### src/rtl/fdd_pkg.sv
package fdd_pkg;
  localparam int WORD_W   = 32;
  localparam int OPC_W    = 7;
  localparam int A_W      = 17;
  localparam int B_W      = 10;
  localparam int C_W      = 5;
  localparam int A_DEPTH  = 8;
  localparam int B_DEPTH  = 16;
  localparam int C_DEPTH  = 16;
  localparam int A_IW     = $clog2(A_DEPTH);
  localparam int B_IW     = $clog2(B_DEPTH);
  localparam int C_IW     = $clog2(C_DEPTH);
  localparam int SLOT_W   = A_IW + B_IW + C_IW;
  localparam int NSLOT    = 2;
  localparam int SEL_W    = 2;
  localparam int IDX_W    = 4;
  // payload seen by the controller: word bits [29:7]
  localparam int PAY_LSB  = 7;
  localparam int PAY_W    = 1 + NSLOT * SLOT_W;

  localparam logic [OPC_W-1:0] OP_BUNDLE = 7'b0001011;
  localparam logic [OPC_W-1:0] OP_PROG   = 7'b0101011;

  localparam logic [SEL_W-1:0] SEL_A = 2'd0;
  localparam logic [SEL_W-1:0] SEL_B = 2'd1;
  localparam logic [SEL_W-1:0] SEL_C = 2'd2;

  typedef enum logic [1:0] {K_PASS, K_PROG, K_BUNDLE} kind_t;
  typedef enum logic [1:0] {ST_PASS, ST_PDATA, ST_DRAIN} st_t;

  function automatic logic [WORD_W-1:0] join_fields(input logic [A_W-1:0] a,
                                                    input logic [B_W-1:0] b,
                                                    input logic [C_W-1:0] c);
    return {a[16:10], c, b[9:5], a[9:7], b[4:0], a[6:0]};
  endfunction
endpackage

### src/rtl/fdd_rst_sync.sv
module fdd_rst_sync (
  input  logic clk,
  input  logic arst_n,
  output logic srst_n
);
  logic ff1_q, ff2_q;

  always_ff @(posedge clk or negedge arst_n) begin
    if (!arst_n) begin
      ff1_q <= 1'b0;
      ff2_q <= 1'b0;
    end else begin
      ff1_q <= 1'b1;
      ff2_q <= ff1_q;
    end
  end

  assign srst_n = ff2_q;
endmodule

### src/rtl/fdd_classify.sv
module fdd_classify
  import fdd_pkg::*;
(
  input  logic [OPC_W-1:0] opc,
  output kind_t            kind
);
  always_comb begin
    kind = K_PASS;
    if (opc[1:0] == 2'b11) begin
      if (opc == OP_BUNDLE)    kind = K_BUNDLE;
      else if (opc == OP_PROG) kind = K_PROG;
    end
  end
endmodule

### src/rtl/fdd_dict.sv
module fdd_dict #(
  parameter int W     = 8,
  parameter int DEPTH = 8,
  localparam int IW   = $clog2(DEPTH)
) (
  input  logic          clk,
  input  logic          rst_n,
  input  logic          wr_en,
  input  logic [IW-1:0] wr_idx,
  input  logic [W-1:0]  wr_data,
  input  logic [IW-1:0] rd_idx,
  output logic [W-1:0]  rd_data
);
  logic [W-1:0] ent [DEPTH];

  for (genvar g = 0; g < DEPTH; g++) begin : g_ent
    logic         hit;
    logic [W-1:0] q;
    assign hit = wr_en && (wr_idx == IW'(g));
    always_ff @(posedge clk or negedge rst_n) begin
      if (!rst_n)   q <= '0;
      else if (hit) q <= wr_data;
    end
    assign ent[g] = q;
  end

  assign rd_data = ent[rd_idx];
endmodule

### src/rtl/fdd_ctrl.sv
module fdd_ctrl
  import fdd_pkg::*;
(
  input  logic             clk,
  input  logic             rst_n,
  input  logic             in_valid,
  input  kind_t            kind,
  input  logic [PAY_W-1:0] payload,
  input  logic             out_ready,
  output logic             in_ready,
  output logic             out_valid,
  output logic             draining,
  output logic             awaiting,
  output logic [A_IW-1:0]  a_idx,
  output logic [B_IW-1:0]  b_idx,
  output logic [C_IW-1:0]  c_idx,
  output logic             we_a,
  output logic             we_b,
  output logic             we_c,
  output logic [IDX_W-1:0] wr_idx
);
  localparam int SL_W = NSLOT * SLOT_W;

  st_t                st_q, st_d;
  logic [SEL_W-1:0]   sel_q;
  logic [IDX_W-1:0]   widx_q;
  logic [SL_W-1:0]    bund_q;
  logic               two_q;
  logic               slot_q, slot_d;
  logic               cap_prog, cap_bund, adv, prog_we;
  logic [SLOT_W-1:0]  cur;

  always_comb begin
    st_d      = st_q;
    slot_d    = slot_q;
    in_ready  = 1'b0;
    out_valid = 1'b0;
    cap_prog  = 1'b0;
    cap_bund  = 1'b0;
    adv       = 1'b0;
    prog_we   = 1'b0;
    unique case (st_q)
      ST_PASS: begin
        unique case (kind)
          K_PROG: begin
            in_ready = 1'b1;
            if (in_valid) begin
              cap_prog = 1'b1;
              st_d     = ST_PDATA;
            end
          end
          K_BUNDLE: begin
            in_ready = 1'b1;
            if (in_valid) begin
              cap_bund = 1'b1;
              slot_d   = 1'b0;
              st_d     = ST_DRAIN;
            end
          end
          default: begin
            out_valid = in_valid;
            in_ready  = out_ready;
          end
        endcase
      end
      ST_PDATA: begin
        in_ready = 1'b1;
        if (in_valid) begin
          prog_we = 1'b1;
          st_d    = ST_PASS;
        end
      end
      ST_DRAIN: begin
        out_valid = 1'b1;
        if (out_ready) begin
          adv = 1'b1;
          if (slot_q == two_q) st_d = ST_PASS;
          else                 slot_d = slot_q + 1'b1;
        end
      end
      default: st_d = ST_PASS;
    endcase
  end

  always_ff @(posedge clk or negedge rst_n) begin
    if (!rst_n) begin
      st_q   <= ST_PASS;
      sel_q  <= '0;
      widx_q <= '0;
      bund_q <= '0;
      two_q  <= 1'b0;
      slot_q <= 1'b0;
    end else begin
      st_q <= st_d;
      if (cap_prog) begin
        sel_q  <= payload[0 +: SEL_W];
        widx_q <= payload[SEL_W +: IDX_W];
      end
      if (cap_bund) begin
        two_q  <= payload[0];
        bund_q <= payload[1 +: SL_W];
      end
      if (cap_bund || adv) slot_q <= slot_d;
    end
  end

  assign cur      = bund_q[int'(slot_q) * SLOT_W +: SLOT_W];
  assign a_idx    = cur[0 +: A_IW];
  assign b_idx    = cur[A_IW +: B_IW];
  assign c_idx    = cur[A_IW + B_IW +: C_IW];
  assign we_a     = prog_we && (sel_q == SEL_A);
  assign we_b     = prog_we && (sel_q == SEL_B);
  assign we_c     = prog_we && (sel_q == SEL_C);
  assign wr_idx   = widx_q;
  assign draining = (st_q == ST_DRAIN);
  assign awaiting = (st_q == ST_PDATA);
endmodule

### src/rtl/fdd_decomp.sv
module fdd_decomp
  import fdd_pkg::*;
(
  input  logic              clk,
  input  logic              rst_n,
  input  logic              in_valid,
  output logic              in_ready,
  input  logic [WORD_W-1:0] in_word,
  output logic              out_valid,
  input  logic              out_ready,
  output logic [WORD_W-1:0] out_instr
);
  logic             rst_sync_n;
  kind_t            kind;
  logic             drain_w, await_w;
  logic [A_IW-1:0]  a_idx;
  logic [B_IW-1:0]  b_idx;
  logic [C_IW-1:0]  c_idx;
  logic             we_a, we_b, we_c;
  logic [IDX_W-1:0] widx;
  logic [A_W-1:0]   a_ent;
  logic [B_W-1:0]   b_ent;
  logic [C_W-1:0]   c_ent;

  fdd_rst_sync u_rst (.clk(clk), .arst_n(rst_n), .srst_n(rst_sync_n));

  fdd_classify u_cls (.opc(in_word[OPC_W-1:0]), .kind(kind));

  fdd_ctrl u_ctrl (
    .clk(clk), .rst_n(rst_sync_n), .in_valid(in_valid), .kind(kind),
    .payload(in_word[PAY_LSB +: PAY_W]), .out_ready(out_ready),
    .in_ready(in_ready), .out_valid(out_valid),
    .draining(drain_w), .awaiting(await_w),
    .a_idx(a_idx), .b_idx(b_idx), .c_idx(c_idx),
    .we_a(we_a), .we_b(we_b), .we_c(we_c), .wr_idx(widx)
  );

  fdd_dict #(.W(A_W), .DEPTH(A_DEPTH)) u_dict_a (
    .clk(clk), .rst_n(rst_sync_n), .wr_en(we_a), .wr_idx(widx[A_IW-1:0]),
    .wr_data(in_word[A_W-1:0]), .rd_idx(a_idx), .rd_data(a_ent));

  fdd_dict #(.W(B_W), .DEPTH(B_DEPTH)) u_dict_b (
    .clk(clk), .rst_n(rst_sync_n), .wr_en(we_b), .wr_idx(widx[B_IW-1:0]),
    .wr_data(in_word[B_W-1:0]), .rd_idx(b_idx), .rd_data(b_ent));

  fdd_dict #(.W(C_W), .DEPTH(C_DEPTH)) u_dict_c (
    .clk(clk), .rst_n(rst_sync_n), .wr_en(we_c), .wr_idx(widx[C_IW-1:0]),
    .wr_data(in_word[C_W-1:0]), .rd_idx(c_idx), .rd_data(c_ent));

  assign out_instr = drain_w ? join_fields(a_ent, b_ent, c_ent) : in_word;
endmodule

### config.mk
export PLATFORM = sky130hd
export DESIGN_NAME = fdd_decomp
export DESIGN_NICKNAME = d
export VERILOG_FILES = /design/src/rtl/fdd_pkg.sv /design/src/rtl/fdd_rst_sync.sv /design/src/rtl/fdd_classify.sv /design/src/rtl/fdd_dict.sv /design/src/rtl/fdd_ctrl.sv /design/src/rtl/fdd_decomp.sv
export SDC_FILE = /design/constraint.sdc
export NUM_CORES = 1
export LEC_CHECK = 0
export ABC_AREA = 1
export BUFFER_PORTS_ARGS = -buffer_cell sky130_fd_sc_hd__buf_2
export CORE_ASPECT_RATIO = 0.9
export CORE_MARGIN = 2
export CORE_UTILIZATION = 45
export CTS_CLUSTER_SIZE = 24
export DETAILED_ROUTE_END_ITERATION = 7
export PLACE_DENSITY = 0.59
export SLEW_MARGIN = 15
export SYNTH_ARGS = -nofsm -noshare
export SYNTH_HDL_FRONTEND = slang
export SYNTH_SLANG_ARGS = --single-unit
### constraint.sdc
create_clock -name clk -period 15.9 [get_ports clk]
set_clock_uncertainty 0.15 [all_clocks]
set_input_delay 2.385 -clock clk [delete_from_list [all_inputs] [get_ports clk]]
set_output_delay 2.385 -clock clk [all_outputs]
set_load 0.02 [all_outputs]
==> results_dict.tcl <==
set metrics [dict create \
    overflow 0 \
    final_core_util_pct 50.5 \
    critPathArrivalTime_ps 4350 \
    netlist.area_leader.share_pct 51.6 \
    die_w_um 226 \
    startpoint "in_word[2]" \
    crit_top_cell "inv_1" \
    worstSetupEndpointType "primary output" \
    status "completed" \
    switchingPower_w 0.000886 \
    dieHeight_um 203 \
    hp-class "flip-flop to flip-flop" \
    dp.final_hpwl_mm 36.1 \
    ioPinCount 70 \
    cts_tree "done" \
    drt-pass1-iter-count 6 \
    rrSetupSlack_ps 12180 \
    maxSlewHeadroom_pct 25.7 \
    crit_chain "buf_2 -> inv_1 -> buf_4 -> nand4_1 -> nor4_1 -> inv_1 -> ha_1 -> inv_1 -> o31ai_1 -> buf_2" \
    antenna_cells 0 \
    vias 17100 \
    grt_max_degree 80 \
    ctsHoldBuffers 0 \
    antenna_found_initial 0 \
    rsz0062_at_grt "no" \
    clockBufferDepth 3 \
    portBuffers 69 \
    ys_ff_latch 410 \
    detail-route-antenna-nets 0 \
    crit_required_ps 13370 \
    cpMaxStageDelayCell "ha_1" \
    p_total_w 0.00291 \
    tightest_slew_ps 1110 \
    path_class "input pin to primary output" \
    area_growth_pct 11.7 \
    vias_per_cell 5.39 \
    yosysTopAreaCell "dfrtp_1" \
    crit_path_start_kind "input pin" \
    cts_setup_buffers 0 \
    cts_sinks 410 \
    numCtsBuffers 46 \
    maxSlewViolCount 0 \
    synthArstFlopShare_pct 100 \
    reg2reg_to "u_dict_c.g_ent[12].q[0]" \
    start_util_pct 45.3 \
    yosysSeqAreaShare_pct 51.6 \
    comb_power_share_pct 19.3 \
    rr_worst_depth 3 \
    fin_tns_setup_ps 0 \
    crit_end "out_valid" \
    regToRegStartpoint "u_rst.srst_n" \
    final_nets 2569 \
    track_usage_pct 26.7 \
    drive_gt1_share_pct 8.14 \
    fmax_mhz 145 \
    cts.clk_slew.worst_paths_ps 60 \
    swShare_pct 30.4 \
    worst_ir_drop_vdd_uv 95.7 \
    synth_cell_type_count 33 \
    slowest_delay_ps 360 \
    syn_avg_cell_area_um2 7.78 \
    period_minus_slack_ps 6890 \
    fin_area_um2 22200 \
    syn-num-nets 2595 \
    path_max_fanout 41 \
    wirelength_mm 60.3 \
    grt_pass1_vias 15900 \
    finalSetupViolations 0 \
    maxCapViolCount 0 \
    grt_pass1_wl_mm 94.3 \
    internal_power_w 0.00203 \
    synthTopCellsByArea "dfrtp_1 (52%), nand2_1 (14%), o21ai_0 (11%)" \
    core_area_um2 43900 \
    postPlaceCellArea_um2 20600 \
    drc 0 \
    rows 73 \
    place_congestion 0.845 \
    yosysWarningCount 0 \
    cts_repair_resize_count 0 \
    htree_num_levels 2 \
    drt-wirelength-per-cell_um 19.0 \
    leakage_nw 10.2 \
    synth_edf_count 0 \
    clockPowerShare_pct 39.3 \
    synth_ff_type "dfrtp_1" \
    hold_violations 0 \
    drtIter0Drc 1549 \
    p_seq_share_pct 41.4 \
    dieArea_um2 45900 \
    clockRootBuffer "clkbuf_16" \
    synthesis.instances 2557 \
    finalCritPeriodShare_pct 43.3 \
    clk_latency_ps 580 \
    powerDensity_nw_per_um2 131 \
    synth.cell_area_um2 19900 \
    fillCellCount 4247 \
]
-- cell usage after synthesis (2+ instances only) --
library cell	number
nand4_1	5
o21ai_1	13
nor2_2	2
clkinv_1	4
buf_2	26
clkbuf_1	147
buf_4	3
o211ai_1	68
nand2_1	723
a21oi_1	42
buf_1	2
ha_1	2
nor4_1	2
nor2_1	32
o21ai_0	423
dfrtp_1	410
inv_1	293
inv_2	2
nand3_1	307
nand3b_1	30
mux2_2	9
-- layer usage --
layer	track usage, %	vias up	part of all wire, %
li1	-	8212	-
met1	38.5	8264	46
met2	41.3	523	45
met3	4.35	92	6.6
met4	8.68	0	2.9
met5	0	-	0
-- metrics by stage --
step           cells  hold slack [ps]  setup WS [ps]
2_1_floorplan   2557              181           3480
3_3_place_gp    3083              189           9010
3_5_place_dp    3083              193           9020
4_1_cts         3168              194           8990
5_1_grt         3168              204           8780
6_report        3168              191           9010
-- worst min-delay path by stage --
stage | startpoint | to | slack, ps | cells after the start
after floorplan | u_rst.ff1_q | u_rst.srst_n | 180 | 0
after global placement | u_rst.ff1_q | u_rst.srst_n | 190 | 0
after detailed placement | u_rst.ff1_q | u_rst.srst_n | 190 | 0
after CTS | u_rst.ff1_q | u_rst.srst_n | 190 | 0
after global routing | u_rst.ff1_q | u_rst.srst_n | 200 | 0
final | u_rst.ff1_q | u_rst.srst_n | 190 | 0
-- registers in the layout, indices dropped and copies added (netlist names), 2 cells and up --
| name | cells |
|---|---|
| u_ctrl.sel_q | 2 |
| u_ctrl.wr_idx | 4 |
| u_ctrl.st_q | 2 |
| u_ctrl.bund_q | 22 |
| u_dict_a.g_ent.q | 136 |
| u_dict_b.g_ent.q | 160 |
| u_dict_c.g_ent.q | 80 |
-- layout by cell type (no fill, tap or decap), types with 3 or more instances in the layout --
master,count
clkinv_2,6
dfrtp_1,409
inv_1,293
nand3b_1,30
a21oi_1,42
clkbuf_1,9
nand4_1,5
nand2_2,5
nand2_1,719
mux2_2,9
o21ai_0,421
o211ai_1,68
o21ai_1,14
clkbuf_8,13
bufinv_16,6
clkbuf_16,46
buf_4,36
clkinv_1,4
nor2_1,31
nand3_1,305
nand3_2,3
buf_2,69
-- layout make-up --
class	count	area (um^2)	share of cell area, %
flip-flops and latches	410	10300	46.2
multi-input cells	1669	7820	35.2
clock buffers	68	1360	6.14
inverters	299	1120	5.05
well taps	600	751	3.38
repair buffers	105	616	2.77
clock inverters	17	269	1.21
-- cells by family (layout without fill, tap and decap cells) --
family | count (synthesis) | count (layout) | synth area share (%)
AND/OR/NAND/NOR | 1105 | 1105 | 23.6
other | 1 | 1 | 0.0189
AO/OA/AOI/OAI | 551 | 551 | 14.8
flip-flops | 410 | 410 | 51.6
XOR/XNOR | 1 | 1 | 0.0441
adder cells (fa/ha/maj) | 2 | 2 | 0.126
buffers and inverters | 478 | 489 | 9.25
multiplexers | 9 | 9 | 0.510
-- critical path: cells and delay by family --
kind | cells | cell delay (ps)
compound gates | 1 | 230
fa+ha+maj | 1 | 360
buf+inv | 6 | 900
simple gates | 2 | 470
-- power groups by stage --
stage	Clock, W	Combinational [W]	Sequential, W
floorplan	0	0.000405	0.00122
global placement	0	0.000553	0.00122
detailed placement	0	0.000563	0.00122
CTS	0.00116	0.000565	0.00120
global route	0.00121	0.000643	0.00122
finish	0.00114	0.000563	0.00120
Power figures use the tool's default switching activity.
